$ cat config.mk
export PLATFORM = sky130hd
export DESIGN_NAME = reg_rename
export DESIGN_NICKNAME = d
export VERILOG_FILES = /design/src/rtl/rename_pkg.sv /design/src/rtl/rename_freelist.sv /design/src/rtl/rename_map.sv /design/src/rtl/reg_rename.sv
export SDC_FILE = /design/constraint.sdc
export NUM_CORES = 1
export LEC_CHECK = 0
export ABC_AREA = 1
export CORE_MARGIN = 2
export CORE_UTILIZATION = 25
export CTS_CLUSTER_SIZE = 20
export DETAILED_ROUTE_END_ITERATION = 16
export HOLD_SLACK_MARGIN = 0.03
export SYNTH_ARGS = -nofsm -noshare
export SYNTH_HDL_FRONTEND = slang
export SYNTH_HIERARCHICAL = 1
export SYNTH_SLANG_ARGS = --single-unit
$ cat constraint.sdc
create_clock -name clk -period 7 [get_ports clk]
set_clock_uncertainty 0.1 [all_clocks]
set_input_delay 0.7 -clock clk [delete_from_list [all_inputs] [get_ports clk]]
set_output_delay 0.7 -clock clk [all_outputs]
set_load 0.02 [all_outputs]
$ cat src/rtl/rename_pkg.sv
package rename_pkg;
  localparam int unsigned DEF_NUM_ARCH = 32;
  localparam int unsigned DEF_NUM_PHYS = 64;

  // Request to change one map entry
  typedef struct packed {
    logic       en;
    logic [7:0] arch;
    logic [7:0] tag;
  } map_wr_t;
endpackage

$ cat src/rtl/rename_freelist.sv
module rename_freelist
  import rename_pkg::*;
#(
  parameter int unsigned NUM_ARCH = DEF_NUM_ARCH,
  parameter int unsigned NUM_PHYS = DEF_NUM_PHYS,
  localparam int unsigned TW = $clog2(NUM_PHYS)
) (
  input  logic                clk,
  input  logic                rst_n,
  input  logic                alloc_en,
  output logic [TW-1:0]       alloc_tag,
  output logic                any_free,
  input  logic                rel_en,
  input  logic [TW-1:0]       rel_tag,
  input  logic [TW-1:0]       keep_tag,
  input  logic                flush,
  output logic [NUM_PHYS-1:0] free_vec
);
  logic [NUM_PHYS-1:0] free_q, free_d;
  logic [NUM_PHYS-1:0] held_q, held_d;   // owned by committed state
  logic [NUM_PHYS-1:0] take_oh, rel_oh, keep_oh;

  // lowest-numbered free register wins
  always_comb begin
    alloc_tag = '0;
    for (int i = NUM_PHYS - 1; i >= 0; i--) begin
      if (free_q[i]) alloc_tag = TW'(i);
    end
  end

  assign any_free = |free_q;

  always_comb begin
    take_oh = '0;
    rel_oh  = '0;
    keep_oh = '0;
    if (alloc_en) take_oh[alloc_tag] = 1'b1;
    if (rel_en) begin
      rel_oh[rel_tag]   = 1'b1;
      keep_oh[keep_tag] = 1'b1;
    end
  end

  always_comb begin
    held_d = (held_q & ~rel_oh) | keep_oh;
    if (flush) free_d = ~held_d;
    else       free_d = (free_q & ~take_oh) | rel_oh;
  end

  always_ff @(posedge clk) begin
    if (!rst_n) begin
      for (int i = 0; i < NUM_PHYS; i++) begin
        held_q[i] <= (i < NUM_ARCH);
        free_q[i] <= (i >= NUM_ARCH);
      end
    end else begin
      held_q <= held_d;
      free_q <= free_d;
    end
  end

  assign free_vec = free_q;
endmodule

$ cat src/rtl/rename_map.sv
module rename_map
  import rename_pkg::*;
#(
  parameter int unsigned NUM_ARCH = DEF_NUM_ARCH,
  parameter int unsigned NUM_PHYS = DEF_NUM_PHYS,
  localparam int unsigned AW = $clog2(NUM_ARCH),
  localparam int unsigned TW = $clog2(NUM_PHYS)
) (
  input  logic          clk,
  input  logic          rst_n,
  input  logic [AW-1:0] rd0_arch,
  output logic [TW-1:0] rd0_tag,
  input  logic [AW-1:0] rd1_arch,
  output logic [TW-1:0] rd1_tag,
  input  logic [AW-1:0] rdd_arch,
  output logic [TW-1:0] rdd_tag,
  input  map_wr_t       spec_wr,
  input  map_wr_t       cmt_wr,
  input  logic          flush
);
  logic [TW-1:0] spec_q [NUM_ARCH];
  logic [TW-1:0] cmt_q  [NUM_ARCH];
  logic [TW-1:0] cmt_d  [NUM_ARCH];

  assign rd0_tag = spec_q[rd0_arch];
  assign rd1_tag = spec_q[rd1_arch];
  assign rdd_tag = spec_q[rdd_arch];

  generate
    for (genvar g = 0; g < NUM_ARCH; g++) begin : g_entry
      logic cmt_hit, spec_hit;
      assign cmt_hit  = cmt_wr.en  && (cmt_wr.arch  == 8'(g));
      assign spec_hit = spec_wr.en && (spec_wr.arch == 8'(g));
      assign cmt_d[g] = cmt_hit ? cmt_wr.tag[TW-1:0] : cmt_q[g];

      always_ff @(posedge clk) begin
        if (!rst_n) begin
          cmt_q[g]  <= TW'(g);
          spec_q[g] <= TW'(g);
        end else begin
          cmt_q[g] <= cmt_d[g];
          if (flush)         spec_q[g] <= cmt_d[g];
          else if (spec_hit) spec_q[g] <= spec_wr.tag[TW-1:0];
        end
      end
    end
  endgenerate
endmodule

$ cat src/rtl/reg_rename.sv
module reg_rename
  import rename_pkg::*;
#(
  parameter int unsigned NUM_ARCH = DEF_NUM_ARCH,
  parameter int unsigned NUM_PHYS = DEF_NUM_PHYS,
  localparam int unsigned AW = $clog2(NUM_ARCH),
  localparam int unsigned TW = $clog2(NUM_PHYS)
) (
  input  logic          clk,
  input  logic          rst_n,
  input  logic          ren_valid,
  output logic          ren_ready,
  input  logic          ren_dst_en,
  input  logic [AW-1:0] ren_dst,
  input  logic [AW-1:0] ren_src0,
  input  logic [AW-1:0] ren_src1,
  output logic [TW-1:0] ren_src0_tag,
  output logic [TW-1:0] ren_src1_tag,
  output logic [TW-1:0] ren_new_tag,
  output logic [TW-1:0] ren_old_tag,
  input  logic          cmt_valid,
  input  logic [AW-1:0] cmt_arch,
  input  logic [TW-1:0] cmt_new_tag,
  input  logic [TW-1:0] cmt_old_tag,
  input  logic          flush
);
  logic                any_free;
  logic                alloc;
  logic [NUM_PHYS-1:0] free_vec;
  map_wr_t             spec_wr, cmt_wr;

  assign ren_ready = any_free && !flush;
  assign alloc     = ren_valid && ren_ready && ren_dst_en;

  always_comb begin
    spec_wr      = '0;
    spec_wr.en   = alloc;
    spec_wr.arch = 8'(ren_dst);
    spec_wr.tag  = 8'(ren_new_tag);
    cmt_wr       = '0;
    cmt_wr.en    = cmt_valid;
    cmt_wr.arch  = 8'(cmt_arch);
    cmt_wr.tag   = 8'(cmt_new_tag);
  end

  rename_map #(.NUM_ARCH(NUM_ARCH), .NUM_PHYS(NUM_PHYS)) u_map (
    .clk      (clk),
    .rst_n    (rst_n),
    .rd0_arch (ren_src0),
    .rd0_tag  (ren_src0_tag),
    .rd1_arch (ren_src1),
    .rd1_tag  (ren_src1_tag),
    .rdd_arch (ren_dst),
    .rdd_tag  (ren_old_tag),
    .spec_wr  (spec_wr),
    .cmt_wr   (cmt_wr),
    .flush    (flush)
  );

  rename_freelist #(.NUM_ARCH(NUM_ARCH), .NUM_PHYS(NUM_PHYS)) u_free (
    .clk       (clk),
    .rst_n     (rst_n),
    .alloc_en  (alloc),
    .alloc_tag (ren_new_tag),
    .any_free  (any_free),
    .rel_en    (cmt_valid),
    .rel_tag   (cmt_old_tag),
    .keep_tag  (cmt_new_tag),
    .flush     (flush),
    .free_vec  (free_vec)
  );
endmodule

Word level (Yosys, flattened, before mapping)
Memory sizes are Yosys's and may differ from the RTL's.
Cells that the tools add are included.
{"block": "word_totals", "mem_count": 2, "word_cells": 584, "out_inout_bits": 25, "register_bits": 128, "input_bits": 38, "mem_bits_rw": 384}
{"memory": "u_map.cmt_q", "depth": 32, "width": 6, "rd": 32, "rd_clocked_by_memory_dff": 0, "wr": 32, "line_no": "rename_map.sv:22", "text": "logic [TW-1:0] cmt_q [NUM_ARCH];"}
{"memory": "u_map.spec_q", "depth": 32, "width": 6, "rd": 3, "rd_clocked_by_memory_dff": 0, "wr": 32, "line_no": "rename_map.sv:21", "text": "logic [TW-1:0] spec_q [NUM_ARCH];"}
{"block": "op_classes", "order_cmp": 6, "n_reduce_logical": 74, "eq_ne": 62, "n_mux": 335, "bitwise": 103}
{"operator": "$mux W6", "n": 192}
{"operator": "$mux W64", "n": 4}
{"operator": "$not A64 Y64", "n": 3}
{"operator": "$eq A5 B5 Y1 const B", "n": 32}
{"operator": "$mux W1", "n": 136}
{"operator": "$and A64 B64 Y64", "n": 2}
{"operator": "$or A64 B64 Y64", "n": 2}
{"operator": "$or A1 B1 Y1", "n": 96}
{"operator": "$eq A5 B4 Y1 const B", "n": 16}
{"operator": "$logic_and A1 B1 Y1", "n": 70}
{"operator": "$reduce_or A64 Y1", "n": 1}
{"operator": "$eq A5 B3 Y1 const B", "n": 8}
{"operator": "$lt A6 B7 Y1 const B", "n": 3}
{"operator": "$eq A5 B2 Y1 const B", "n": 4}
{"operator": "$demux W1 S6", "n": 3}
{"operator": "$ge A6 B1 Y1 const B", "n": 3}
{"operator": "$logic_not A8 Y1", "n": 2}
{"operator": "$eq A5 B1 Y1 const B", "n": 2}
{"operator": "$logic_not A1 Y1", "n": 1}

Logic depth before layout (Yosys ltp)
Gate-level depths: netlist (run 1).
{"block": "depth", "ltp_word": 73, "depth_mapped": 70, "mapped_depth_nobuf": 69}

Hierarchy
The synthesis (run 1) kept the hierarchy.
{"mod": "rename_map", "area_each_um2": 21174.1, "cells_per_inst": 3063, "seq_area_each_um2": 9609.2, "n_inst": 1}
{"mod": "rename_freelist", "area_each_um2": 6964.2, "cells_per_inst": 1134, "seq_area_each_um2": 2562.5, "n_inst": 1}
{"mod": "reg_rename", "area_each_um2": 27.5, "cells_per_inst": 6, "seq_area_each_um2": 0.0, "n_inst": 1}

Worst setup path before layout (run 1)
OpenSTA, ideal clock, no wires.
{"block": "synth_path", "kind": "reg-to-output", "startpoint": "reg u_free.free_q[61], in the netlist u_free/free_vec[61]", "endpoint": "out ren_new_tag[0]", "n_path_buf": 1, "slack_ns": 2.794, "t_arrival_ns": 3.406, "stages_incl_launch_ff": 66, "cell_sequence": "dfxtp_1 inv_1 nand2_1 nand2_1 nand2_1 nand2_1 nand2_1 nand2_1 nand2_1 nand2_1 nand2_1 nand2_1 nand2_1 nand2_1 nand2_1 nand2_1 nand2_1 nand2_1 [... 30 more ...] nand2_1 nand2_1 nand2_1 nand2_1 nand2_1 nand2_1 nand2_1 nand2_1 nand2_1 nand2_1 nand2_1 nand2_1 nand2_1 nand2_2 nand2_4 nand2_4 buf_4 inv_1"}
{"block": "synth_via", "elab_chain_cells": 62}
{"element": "start, declared", "line_no": "rename_freelist.sv:19", "text": "logic [NUM_PHYS-1:0] free_q, free_d;"}
{"element": "start signal, assigned by index", "line_no": "rename_freelist.sv:54", "text": "free_q[i] <= (i >= NUM_ARCH);"}
{"element": "start signal, assigned", "line_no": "rename_freelist.sv:58", "text": "free_q <= free_d;"}
{"element": "$mux W6 (62 in a row)", "line_no": "rename_freelist.sv:27", "text": "if (free_q[i]) alloc_tag = TW'(i);"}
{"element": "end, declared", "line_no": "reg_rename.sv:19", "text": "output logic [TW-1:0] ren_new_tag,"}
Every way passes these cells.

Worst setup path in the final report (run 1)
{"block": "layout_path", "startpoint": "reg u_free.free_q[62], in the netlist u_free/free_vec[62]", "endpoint": "out ren_new_tag[0]"}
{"block": "layout_via", "elab_chain_cells": 63}
{"element": "$mux W6 (63 in a row)", "line_no": "rename_freelist.sv:27"}
Every way passes these cells.

==> impl_results.md, run 1 <==
* Reg clk slew, reported paths at ~60 ps
* Vert. Die Dim at 340 µm
* Asr flop ratio synth at 0%
* Pre-Repair DR Iteration Count at 7
* Routed vias/inst at 5.12
* Hpwl dp at 73.8 mm
* CP max stage cell: clkdlybuf4s50_1
* Worst-margin pin slew at 1280 ps
* Number of setup buffers added after CTS at 0
* Layout cells sized above 1 at 4.69%
* # setup viols final at 0
* Post-route clock period utilization at 88.5%
* Total GRT Usage at 18.6%
* Reg-to-Reg Start: u_free/free_vec[62]$_SDFF_PN1_
* Placed Instance Area at 0.0300 mm²
* Worst path buffer plus inverter count at 3
* DIE AREA at 0.115 mm²
* Syn. warnings at 6
* Max-cap violations at 0
* Hold Path Depth at 2
* Die W at 340 µm
* Most frequent CP cell: nand2_1
* Rows at 123
* Starting Density at 25.1%
* CP Launch Type: flop
* Worst skew pair latency at around 640 ps
* Hold Path Sink: u_free/held_q[15]$_SDFF_PN1_
* Highest clock rate at 0.161 GHz
* Final instance area at 0.0320 mm²
* Antenna violations before repair at 2
* Grt ovf at 0
* Min cycle time layout at 6190 ps
* Leak at between 10 and 15 nW
* Routability cong. at 0.932
* Ranking of synthesized cells by area: dfxtp_1 (23%), edfxtp_1 (20%), nand2_1 (20%), nand3_1 (12%), o21ai_0 (5.2%)
* Worst VDD drop at 0.179 mV
* CTS buffer count at 56
* RSZ-0062 raised after global routing: false
* Most common cell after layout, fill and taps aside: nand2_1
* CTS H-tree depth at 2
* Reg2reg setup slack at between 1000 and 1500 ps
* Final ANT Viol Nets at 0
* Avg Inst Size Synth at between 6 and 7 µm²
* First-pass GRT wire length at ~170 mm
* Initial drt markers at roughly 4,300
* Pwr Density at approximately 230 mW/mm²
* Yosys reg bits at between 500 and 600
* Crit path DAT at 5390 ps
* Worst path required time at 6200 ps
* Core Box Area at 0.112 mm²
* Crit Path Class: flop to output pin
* Vias in the first global route at 26,207
* Synth Instances at about 4,200
* Final WL at 111 mm
* Synth area leader: dfxtp_1
* Pre-CTS setup slack at 1550 ps
* Remaining DRCs at 0
* Cts hold-fix bufs at 0
* Post-synth top area share at 22.7%
* CTS tree: yes
* Worst Hold Class: flop to flop
* CP peak stage delay at 670 ps
* Number of synthesized flops with an enable pin at roughly 190
* Setup_tns at 0 ps
* Hold Fails Final Rpt at 0
* Post_cts resized at 0
* Slew Viols, Final at 0
* Area growth, synth to finish at 13.6%
* Most frequent cells in the layout: nand2_1 (1,522), nand3_1 (688), inv_1 (331), dfxtp_1 (320), o21ai_0 (293)
* Crit Path Max Fanout at 33
* Synth cell types at 37
* Crit Reg-Reg Endpoint: u_map/spec_q[28][0]$_DFFE_PP_
* Port bufs at 62
* Cell Area, Synth at 0.0282 mm²
* Status: complete, no violations
* DR vias at 29,071
* Cells on worst reg2reg path at 68
* DR WL/cell at 19.5 µm
* NumNets Final at 4,170
* Largest net degree at the start of global routing at 97
* Headroom to the max-slew limit at between 10% and 20%
* Fin util at 28.5%
* Final setup margin at 807 ps
* I/O pins at 63
* CTS Root Cell: clkbuf_16
* Post-synthesis sequential area ratio at 43.2%
* CTS sink count at 512
* Cell family with most CP delay: simple AND/OR/NAND/NOR gates
* Hold path startpoint: u_free/held_q[15]$_SDFF_PN1_
* Clock Path Buffers at 3
* Primary FF master, synth: dfxtp_1
* CP endpoint kind: output pin
-- flip-flops by register name, indices dropped and copies added, names as in the netlist --
name and flops:
u_free/free_vec 64, u_map/spec_q 192, u_map/cmt_q 192, u_free/held_q 64
-- worst reg2reg max path, delay by kind of cell (launching register included) --
| kind | cells | cell delay, ps |
|---|---|---|
| and+or+nand+nor | 63 | 3480 |
| buffers and inverters | 4 | 1080 |
| DFF | 1 | 340 |
| AOI/OAI and AO/OA | 1 | 220 |
-- synth_stat cells (all sizes together) (2+ instances only) --
cell type and count:
nor3 33, clkbuf 164, edfxtp 192, o21ai 304
a31oi 2, nor4 11, and2 42, nand2 1528
nand3 690, o22ai 43, dfxtp 320, clkinv 7
a22oi 34, buf 89, a21oi 117, nand4 35
inv 339, nor2 248
-- metal layers --
metal  part of all wire (%)  vias to the layer above  track usage [%]  wire, µm
li1                       -                    13598                -         -
met1                     42                    13613             26.2     46800
met2                     43                     1624             27.8     47300
met3                     11                      234             3.73     12500
met4                    3.8                        2             7.00      4190
met5                  0.012                        -                0        13
-- worst max path at each step --
stage | startpoint | end | slack, ps | depth (start not counted)
6_report | u_free/free_vec[62]$_SDFF_PN1_ | ren_new_tag[0] | 810 | 66
5_1_grt | u_free/free_vec[62]$_SDFF_PN1_ | ren_new_tag[0] | 180 | 66
4_1_cts | u_free/free_vec[62]$_SDFF_PN1_ | ren_new_tag[0] | 840 | 66
3_5_place_dp | u_free/free_vec[62]$_SDFF_PN1_ | ren_new_tag[0] | 1550 | 66
3_3_place_gp | u_free/free_vec[62]$_SDFF_PN1_ | ren_new_tag[0] | 1390 | 66
2_1_floorplan | u_free/free_vec[61]$_SDFF_PN1_ | ren_new_tag[0] | 2790 | 65
-- area by class of cell --
cell class,count,area [µm²]
antenna,1,2.50
clock buffer,81,1680
clock inverter,25,273
fill,12209,80200
inverter,346,1300
multi-input combinational,3098,13700
sequential,512,12200
tap,1500,1880
timing repair buffer,118,1000
-- metrics by stage --
stage,cells,power [mW],hold slack [ps]
finish,5681,7.25,347
global route,5680,7.49,365
CTS,5680,7.28,352
detailed placement,5574,4.20,337
global placement,5574,4.20,329
floorplan,4209,3.80,319
-- logic make-up after synthesis --
group           Yosys count  share of synthesized area, %
other cells               1                        0.0133
flops                   512                          43.2
buf+inv                 599                          8.30
simple gates           2587                          39.0
compound gates          504                          9.51
-- report_power, final --
part           switching (mW)  internal [mW]  total (mW)
combinational           0.737          0.233       0.970
clock                    1.28           1.81        3.09
sequential             0.0562           3.14        3.19
Power figures use the tool's default switching activity.
==> run 2, diff against run 1 <==
--- a/config.mk
+++ b/config.mk
@@ -6,6 +6,8 @@
 export NUM_CORES = 1
 export LEC_CHECK = 0
 export ABC_AREA = 1
+export CAP_MARGIN = 20
+export CORE_ASPECT_RATIO = 1.25
 export CORE_MARGIN = 2
 export CORE_UTILIZATION = 25
 export CTS_CLUSTER_SIZE = 20
==> run 2 against run 1 <==
Net effect:
- clock power decreased by 6%
- sequential power about the same
- first-iteration DRC count decreased by 19%
- fmax decreased by 1.7%
- worst setup slack got worse by 110 ps
- sequential share of layout area increased by 0.12 points
- final area decreased by 0.31%
- worst hold slack got worse by 16 ps
- die area about the same
- critical path type unchanged
- clock-buffer cell count decreased by 9
- register-to-register slack got worse by 130 ps
==> impl_results.md, run 2 (synthesis gave the netlist of run 1 again) <==
* Status: complete, no violations
* CP max stage cell: clkdlybuf4s50_1
* Core Box Area at 0.112 mm²
* Hpwl dp at 76.3 mm
* Initial drt markers at ~3,500
* Most frequent cells in the layout: nand2_1 (1,522), nand3_1 (688), inv_1 (331), dfxtp_1 (320), o21ai_0 (293)
* Pwr Density at 222 mW/mm²
* CTS tree: yes
* DIE AREA at ~0.12 mm²
* Leak at 12.9 nW
* RSZ-0062 raised after global routing: false
* Met3 WL at 8.47 mm
* Crit Path Max Fanout at 33
* CTS Root Cell: clkbuf_16
* Number of setup buffers added after CTS at 0
* Starting Density at 25.2%
* Reg2reg setup slack at 1330 ps
* Hold Fails Final Rpt at 0
* Vias in the first global route at approximately 26,000
* CTS H-tree depth at 2
* Worst path required time at 6200 ps
* DR WL/cell at 19.7 µm
* Routed vias/inst at 5.08
* Reg clk slew, reported paths at approximately 70 ps
* CP peak stage delay at 680 ps
* Crit Path Class: flop to output pin
* Layout cells sized above 1 at 4.60%
* M1 wire length at approximately 44 mm
* Vert. Die Dim at 379 µm
* CTS buffer count at 52
* Worst-margin pin slew at about 1200 ps
* Ant diodes at 0
* Max-cap violations at 0
* Most common cell after layout, fill and taps aside: nand2_1
* Most frequent CP cell: nand2_1
* DR vias at around 29,000
* Largest net degree at the start of global routing at 84
* Worst path buffer plus inverter count at 3
* Post-route clock period utilization at 90.0%
* Worst Hold Class: input pin to flop
* WL met2 at roughly 50 mm
* Port bufs at 62
* Rows at ~140
* Final WL at about 110 mm
* Highest clock rate at around 0.16 GHz
* Area growth, synth to finish at 13.3%
* CTS sink count at 512
* NumNets Final at 4,172
* Clock Path Buffers at 3
* Final ANT Viol Nets at 0
* Post_cts resized at 0
* Regs by FF count: u_map/cmt_q (192), u_map/spec_q (192)
* Slew Viols, Final at 0
* Cts hold-fix bufs at 0
* Remaining DRCs at 0
* Setup_tns at 0 ps
* First-pass GRT wire length at 166 mm
* Min cycle time layout at approximately 6300 ps
* Grt ovf at 0
* I/O pins at between 60 and 70
* # setup viols final at 0
* Die W at 304 µm
* Hold_ws at 331 ps
* Worst VDD drop at 0.189 mV
* Crit path DAT at 5500 ps
* CP endpoint kind: output pin
* Worst skew pair latency at 630 ps
* Pre-Repair DR Iteration Count at 6
* Headroom to the max-slew limit at 21.4%
* CP Launch Type: flop
* Cell family with most CP delay: simple AND/OR/NAND/NOR gates
* Top Layer Used: met5
* Routability cong. at roughly 0.93
* Total GRT Usage at a little under a fifth
* Antenna violations before repair at 2
run 2: worst paths after layout:
check / endpoint / from / depth (start not counted)
hold reg to reg: u_map/cmt_q[6][10]$_SDFF_PN1_ / u_map/cmt_q[6][10]$_SDFF_PN1_ / 2
hold / removal: u_free/held_q[4]$_SDFF_PN1_ / rst_n / 2
setup / recovery: ren_new_tag[0] / u_free/free_vec[62]$_SDFF_PN1_ / 66
setup reg to reg: u_map/spec_q[10][0]$_DFFE_PP_ / u_free/free_vec[62]$_SDFF_PN1_ / 68
run 2: layout make-up:
type | count | area [µm²]
Timing Repair Buffer | 124 | 1110
Tap cell | 1459 | 1830
Clock inverter | 25 | 315
Sequential cell | 512 | 12200
Fill cell | 12144 | 79700
Inverter | 346 | 1300
Clock buffer | 72 | 1470
Multi-Input combinational cell | 3098 | 13700
run 2: metal layers:
| metal | vias to the layer above | global-route usage (%) |
|---|---|---|
| met5 | - | 0 |
| li1 | 13604 | - |
| met3 | 292 | 2.27 |
| met4 | 4 | 11.4 |
| met2 | 1392 | 31.3 |
| met1 | 13363 | 23.0 |
run 2: stage by stage:
stage / util (%) / cells / power, mW / worst slack [ps] / area (µm²)
3_5_place_dp: 26.9 / 5534 / 4.21 / 1150 / 30000
3_3_place_gp: 26.9 / 5532 / 4.21 / 994 / 30000
2_1_floorplan: - / 4209 / 3.80 / 2790 / 28200
4_1_cts: 28.5 / 5631 / 7.12 / 476 / 31800
6_report: 28.6 / 5636 / 7.09 / 700 / 31900
5_1_grt: 28.6 / 5636 / 7.32 / 14.4 / 31900
run 2: report_power, final:
group	total [mW]	internal, mW	switching [mW]
Clock	2.91	1.66	1.25
Sequential	3.18	3.14	0.0490
Combinational	0.991	0.238	0.753
